===== src/rtl/brseq_pkg.sv =====
package brseq_pkg;
  typedef enum logic [3:0] {
    OP_NONE = 4'd0,
    OP_BEQ  = 4'd1,
    OP_BNE  = 4'd2,
    OP_BGEZ = 4'd3,
    OP_BGTZ = 4'd4,
    OP_BLEZ = 4'd5,
    OP_BLTZ = 4'd6,
    OP_BRA  = 4'd7,
    OP_RBRA = 4'd8,
    OP_SWAP = 4'd9
  } br_op_e;
endpackage


===== src/rtl/brseq_rstsync.sv =====
module brseq_rstsync #(
  parameter int STAGES = 2
) (
  input  logic clk,
  input  logic rst_n,
  output logic rst_ok_n
);
  logic [STAGES-1:0] chain_q;

  generate
    if (STAGES == 1) begin : g_single
      always_ff @(posedge clk or negedge rst_n) begin
        if (!rst_n) chain_q <= '0;
        else        chain_q <= 1'b1;
      end
    end else begin : g_multi
      always_ff @(posedge clk or negedge rst_n) begin
        if (!rst_n) chain_q <= '0;
        else        chain_q <= {chain_q[STAGES-2:0], 1'b1};
      end
    end
  endgenerate

  assign rst_ok_n = chain_q[STAGES-1];
endmodule


===== src/rtl/brseq_cond.sv =====
module brseq_cond
  import brseq_pkg::*;
#(
  parameter int XLEN = 32
) (
  input  br_op_e          op,
  input  logic [XLEN-1:0] opnd_a,
  input  logic [XLEN-1:0] opnd_b,
  output logic            is_cond,
  output logic            taken
);
  logic b_neg, b_zero;

  assign b_neg  = opnd_b[XLEN-1];
  assign b_zero = (opnd_b == '0);

  always_comb begin
    is_cond = 1'b1;
    taken   = 1'b0;
    unique case (op)
      OP_BEQ:  taken = (opnd_a == opnd_b);
      OP_BNE:  taken = (opnd_a != opnd_b);
      OP_BGEZ: taken = !b_neg;
      OP_BGTZ: taken = !b_neg && !b_zero;
      OP_BLEZ: taken = b_neg || b_zero;
      OP_BLTZ: taken = b_neg;
      default: is_cond = 1'b0;
    endcase
  end
endmodule


===== src/rtl/brseq_breg.sv =====
module brseq_breg
  import brseq_pkg::*;
#(
  parameter int XLEN   = 32,
  parameter int SOFF_W = 16,
  parameter int LOFF_W = 26
) (
  input  logic              clk,
  input  logic              rst_ok_n,
  input  logic              step_en,
  input  br_op_e            op,
  input  logic              is_cond,
  input  logic              taken,
  input  logic [LOFF_W-1:0] offset,
  input  logic [XLEN-1:0]   swap_in,
  output logic [XLEN-1:0]   br_next,
  output logic              rev_next,
  output logic              rev_q,
  output logic [XLEN-1:0]   swap_out
);
  localparam int SPAD = XLEN - SOFF_W;
  localparam int LPAD = XLEN - LOFF_W;

  logic [XLEN-1:0] br_q, sw_next, soff_x, loff_x;

  assign soff_x = {{SPAD{offset[SOFF_W-1]}}, offset[SOFF_W-1:0]};
  assign loff_x = {{LPAD{offset[LOFF_W-1]}}, offset};

  always_comb begin
    br_next  = br_q;
    rev_next = rev_q;
    sw_next  = swap_out;
    if (is_cond) begin
      if (taken) br_next = br_q + soff_x;
    end else begin
      case (op)
        OP_BRA:  br_next = br_q + loff_x;
        OP_RBRA: begin
          br_next  = br_q - loff_x;
          rev_next = 1'b1;
        end
        OP_SWAP: begin
          br_next = swap_in;
          sw_next = br_q;
        end
        default: ;
      endcase
    end
  end

  always_ff @(posedge clk or negedge rst_ok_n) begin
    if (!rst_ok_n) begin
      br_q     <= '0;
      rev_q    <= 1'b0;
      swap_out <= '0;
    end else if (step_en) begin
      br_q     <= br_next;
      rev_q    <= rev_next;
      swap_out <= sw_next;
    end
  end


  hold_idle_chk: assert property (@(posedge clk) disable iff (!rst_ok_n)
    !step_en |=> $stable(br_q) && $stable(rev_q) && $stable(swap_out));

  untaken_keep_chk: assert property (@(posedge clk) disable iff (!rst_ok_n)
    step_en && is_cond && !taken |=> $stable(br_q));

  rev_sticky_chk: assert property (@(posedge clk) disable iff (!rst_ok_n)
    rev_q |=> rev_q);

  rbra_rev_chk: assert property (@(posedge clk) disable iff (!rst_ok_n)
    step_en && op == OP_RBRA |=> rev_q);

  swap_xchg_chk: assert property (@(posedge clk) disable iff (!rst_ok_n)
    step_en && op == OP_SWAP |=> swap_out == $past(br_q) && br_q == $past(swap_in));
endmodule


===== src/rtl/brseq_pcstep.sv =====
module brseq_pcstep #(
  parameter int XLEN = 32
) (
  input  logic            clk,
  input  logic            rst_ok_n,
  input  logic            step_en,
  input  logic [XLEN-1:0] br_next,
  input  logic            rev_next,
  output logic [XLEN-1:0] pc
);
  localparam logic [XLEN-1:0] ONE = XLEN'(1);

  logic [XLEN-1:0] stride, pc_next;

  always_comb begin
    stride  = (br_next == '0) ? ONE : br_next;
    pc_next = rev_next ? (pc - stride) : (pc + stride);
  end

  always_ff @(posedge clk or negedge rst_ok_n) begin
    if (!rst_ok_n)    pc <= '0;
    else if (step_en) pc <= pc_next;
  end


  unit_step_chk: assert property (@(posedge clk) disable iff (!rst_ok_n)
    step_en && br_next == '0 |=> pc == ($past(rev_next) ? $past(pc) - ONE : $past(pc) + ONE));

  pc_idle_chk: assert property (@(posedge clk) disable iff (!rst_ok_n)
    !step_en |=> $stable(pc));
endmodule


===== src/rtl/brseq_top.sv =====
module brseq_top
  import brseq_pkg::*;
#(
  parameter int XLEN       = 32,
  parameter int SOFF_W     = 16,
  parameter int LOFF_W     = 26,
  parameter int OP_W       = 4,
  parameter int RST_STAGES = 2
) (
  input  logic              clk,
  input  logic              rst_n,
  input  logic              step_en,
  input  logic [OP_W-1:0]   op,
  input  logic [XLEN-1:0]   opnd_a,
  input  logic [XLEN-1:0]   opnd_b,
  input  logic [LOFF_W-1:0] offset,
  input  logic [XLEN-1:0]   swap_in,
  output logic [XLEN-1:0]   pc,
  output logic              dir_rev,
  output logic [XLEN-1:0]   swap_out
);
  logic            rst_ok_n, is_cond, taken, rev_next;
  logic [XLEN-1:0] br_next;
  br_op_e          op_e;

  assign op_e = br_op_e'(op);

  brseq_rstsync #(.STAGES(RST_STAGES)) u_rst (
    .clk(clk), .rst_n(rst_n), .rst_ok_n(rst_ok_n));

  brseq_cond #(.XLEN(XLEN)) u_cond (
    .op(op_e), .opnd_a(opnd_a), .opnd_b(opnd_b),
    .is_cond(is_cond), .taken(taken));

  brseq_breg #(.XLEN(XLEN), .SOFF_W(SOFF_W), .LOFF_W(LOFF_W)) u_breg (
    .clk(clk), .rst_ok_n(rst_ok_n), .step_en(step_en), .op(op_e),
    .is_cond(is_cond), .taken(taken), .offset(offset), .swap_in(swap_in),
    .br_next(br_next), .rev_next(rev_next), .rev_q(dir_rev),
    .swap_out(swap_out));

  brseq_pcstep #(.XLEN(XLEN)) u_pc (
    .clk(clk), .rst_ok_n(rst_ok_n), .step_en(step_en),
    .br_next(br_next), .rev_next(rev_next), .pc(pc));


  reset_state_chk: assert property (@(posedge clk)
    !rst_ok_n |-> pc == '0 && !dir_rev && swap_out == '0);
endmodule


===== config.mk =====
export PLATFORM = sky130hd
export DESIGN_NAME = brseq_top
export DESIGN_NICKNAME = d
export VERILOG_FILES = /design/src/rtl/brseq_pkg.sv /design/src/rtl/brseq_rstsync.sv /design/src/rtl/brseq_cond.sv /design/src/rtl/brseq_breg.sv /design/src/rtl/brseq_pcstep.sv /design/src/rtl/brseq_top.sv
export SDC_FILE = /design/constraint.sdc
export NUM_CORES = 1
export LEC_CHECK = 0
export BUFFER_PORTS_ARGS = -buffer_cell sky130_fd_sc_hd__buf_2
export CAP_MARGIN = 30
export CORE_ASPECT_RATIO = 1.1
export CORE_MARGIN = 10
export CORE_UTILIZATION = 35
export DETAILED_ROUTE_END_ITERATION = 10
export HOLD_SLACK_MARGIN = 0.12
export SYNTH_ARGS = -nofsm -noshare
export SYNTH_HDL_FRONTEND = slang
export SYNTH_SLANG_ARGS = --single-unit

===== constraint.sdc =====
create_clock -name clk -period 4.32 [get_ports clk]
set_clock_uncertainty 0.2 [all_clocks]
set_input_delay 0.648 -clock clk [delete_from_list [all_inputs] [get_ports clk]]
set_output_delay 0.648 -clock clk [all_outputs]
set_load 0.005 [all_outputs]

==> flow_metrics.tcl <==
set metrics [dict create \
    status "finished with violations" \
    violations "setup timing" \
    cp-endpoint "u_pc.pc[27]" \
    slew_viol_final 0 \
    drt-total-wl_um 48490 \
    ff2ff_path_depth 32 \
    netlist_instances 1417 \
    synth_top_area_share_pct 21.39 \
    slew-limit-headroom_pct 39.29 \
    synth_top_family_by_area "compound AO/OA/AOI/OAI gates" \
    synth_top_area_cell "dfrtp_1" \
    period_needed_ps 8711 \
    syn_to_final_growth_pct 56.63 \
    synth-simple-area-share_pct 18.71 \
    synthArstFlopShare_pct 100.0 \
    via_per_inst 5.453 \
    cts_buffers 9 \
    path_max_fanout 7 \
    worst_slew_pin_slew_ps 910.7 \
    die_y_um 210.8 \
    critical_path_class "input port to flip-flop" \
    use_met2_pct 38.89 \
    final_nets 2339 \
    hold_path.class "flip-flop to flip-flop" \
    multi_input_area_mm2 0.009490 \
    cts_root_buf "clkbuf_16" \
    hold_depth 0 \
    drive_gt1_share_pct 45.68 \
    cts.sinks 99 \
    netlist-cell-type-count 83 \
    r2r_setup_slack_ps -3540 \
    yosys_most_used_dff "dfrtp_1" \
    hold_viol 0 \
    dieWidth_um 193.4 \
    core_area_mm2 0.03246 \
    drc_errors 0 \
    synth.top_cells.by_area "dfrtp_1 (21%), ha_1 (10%), xnor2_1 (7.7%), mux2_2 (6.8%), a21oi_1 (5.8%)" \
    cap_violations 0 \
    dpl_cell_area_mm2 0.01699 \
    ys_seq_area_share_pct 21.39 \
    antenna_cells 0 \
    antenna_left 0 \
    final_cells 2543 \
    synth.avg_cell_area_um2 8.174 \
    power.density_mw_per_mm2 774.2 \
    ir_worst_vdd_uv 627.1 \
    startpoint_type "input port" \
    met3_usage_pct 2.698 \
    grt_overflow_total 0 \
    synth.area.mux_share_pct 7.843 \
    cp-end-kind "flip-flop" \
    required_ps 4370 \
    grt_max_degree 70 \
    cp-startpoint "offset[6]" \
    ctsLongestPathBuffers 2 \
    clkLatencyLatePin_ps 360 \
    cpPeakStageDelay_ps 560 \
    finalSetupViolCount 42 \
    start_util_pct 35.68 \
    yosys.area_share.xor_xnor_pct 11.49 \
    fin_area_mm2 0.01814 \
    grt_pass1_wl_um 76810 \
    place_congestion 0.9423 \
    port_buffers 193 \
    firstDrtPassIters 6 \
    grt_pass1_vias 14230 \
    worstReg2RegStart "u_breg.br_q[5]" \
    cts_tree "yes" \
    use_met1_pct 30.55 \
    critPathSlowestCell "or4_4" \
    antenna_found_initial 0 \
    fillers 3084 \
    power_leakage_uw 0.008649 \
    syn_nets 1644 \
    rsz0062_at_grt "true" \
    synth-warning-count 0 \
    pin_count 194 \
    fmax_ghz 0.1148 \
    ys_ff_latch 99 \
    synth_compound_area_share_pct 26.38 \
    cts.clk_slew.worst_paths_ps 70 \
    seq_area_mm2 0.002481 \
    grt_usage_pct 22.93 \
    crit_top_cell "buf_4" \
    wl_per_cell_um 19.07 \
    place_hpwl_um 39990 \
    r2r_end "u_pc.pc[27]" \
    layout_setup_ws_ps -4391 \
    dp_cells 2498 \
    layout_common_cells "buf_4 (530), buf_2 (192), a21oi_1 (105)" \
    synth-edff-count 0 \
    cp_num_buf_inv 7 \
    drt_iter0_drc 851 \
    arrival_ps 8760 \
    layout_commonest_cell "buf_4" \
    htree_levels 3 \
    grt-busiest-layer "met2" \
    crit_cells 38 \
    rows 69 \
    crit_family "simple AND/OR/NAND/NOR gates" \
    post_synth_fa_ha_maj_area_fraction_pct 10.78 \
    vias 13870 \
    finalSetupTns_ps -116780 \
    finalCritPeriodShare_pct 201.7 \
    die_area_mm2 0.04078 \
    synth_area_mm2 0.01158 \
    hold_slack_ps 154.5 \
]
flip-flops by register name, indices dropped and copies added (netlist names):
signal	count
u_breg.br_q	32
u_breg.rev_q	1
u_breg.swap_out	32
u_pc.pc	32
u_rst.chain_q	2
logic make-up (layout without fill, tap and decap cells):
kind of cell	Yosys count	after routing
compound gates	459	459
simple gates	423	423
xor+xnor	152	152
buf+inv	103	803
flops	99	99
fa+ha+maj	98	98
mux	82	82
other cells	1	1
layer usage:
metal	vias to the layer above	routed length (um)
li1	6732	-
met1	6650	22520
met2	441	22640
met3	45	2537
met4	0	790
met5	-	0
metrics by stage:
step	worst slack [ps]	total power, uW	util [%]
after global routing	-4794	15130	55.89
after detailed placement	-4988	11810	52.35
final	-4391	14040	55.89
after CTS	-4322	13470	55.19
after global placement	-4748	11690	52.35
after floorplan	-4362	7166	-
worst min-delay path by stage:
stage | startpoint | to | slack [ps]
floorplan | u_rst.chain_q[0] | u_rst.chain_q[1] | 130
global placement | u_rst.chain_q[0] | u_rst.chain_q[1] | 140
detailed placement | u_rst.chain_q[0] | u_rst.chain_q[1] | 140
CTS | u_rst.chain_q[0] | u_rst.chain_q[1] | 160
global route | u_rst.chain_q[0] | u_rst.chain_q[1] | 170
finish | u_rst.chain_q[0] | u_rst.chain_q[1] | 150
worst reg2reg max path, delay by kind of cell, from the launching register on:
family / cells / cell delay (ps)
simple gates: 10 / 2390
compound gates: 13 / 2810
mux: 1 / 250
buf+inv: 3 / 360
fa+ha+maj: 3 / 910
flops: 1 / 480
xor+xnor: 2 / 350
synth_stat cells (12+ instances only):
cell type / n
a21oi_1: 135
nand2_1: 107
xnor2_1: 102
dfrtp_1: 99
nor2_1: 97
ha_1: 95
o21ai_0: 79
mux2_2: 70
clkbuf_1: 50
xor2_1: 50
inv_1: 46
a21o_1: 40
nand4_1: 30
nand3_1: 28
nor3_1: 28
a31oi_1: 27
o21a_1: 21
nand2b_1: 17
nor4_1: 16
or3_1: 16
a221oi_1: 15
and3_1: 14
o211ai_1: 14
a211oi_1: 13
and2_1: 12
mux2i_1: 12
nor2b_1: 12
what timing repair did:
action                                  CTS  global route
buffers inserted                         23            16
endpoints found under the setup margin   42            46
endpoints found under the hold margin     2             0
hold buffers                              1             0
resized for setup                       104            48
pin swaps                                66            44
area by class of cell:
| type | count | share of cell area (%) |
|---|---|---|
| clock buffers | 11 | 1.338 |
| clock inverters | 5 | 0.3311 |
| inverters | 46 | 0.9518 |
| multi-input cells | 1215 | 52.31 |
| flip-flops and latches | 99 | 13.68 |
| well taps | 426 | 2.938 |
| repair buffers | 741 | 28.45 |
power breakdown:
| group | switching [uW] | internal, uW |
|---|---|---|
| clock | 377 | 469 |
| sequential | 429 | 1370 |
| combinational | 5340 | 6070 |
(Power assumes the default switching activity.)
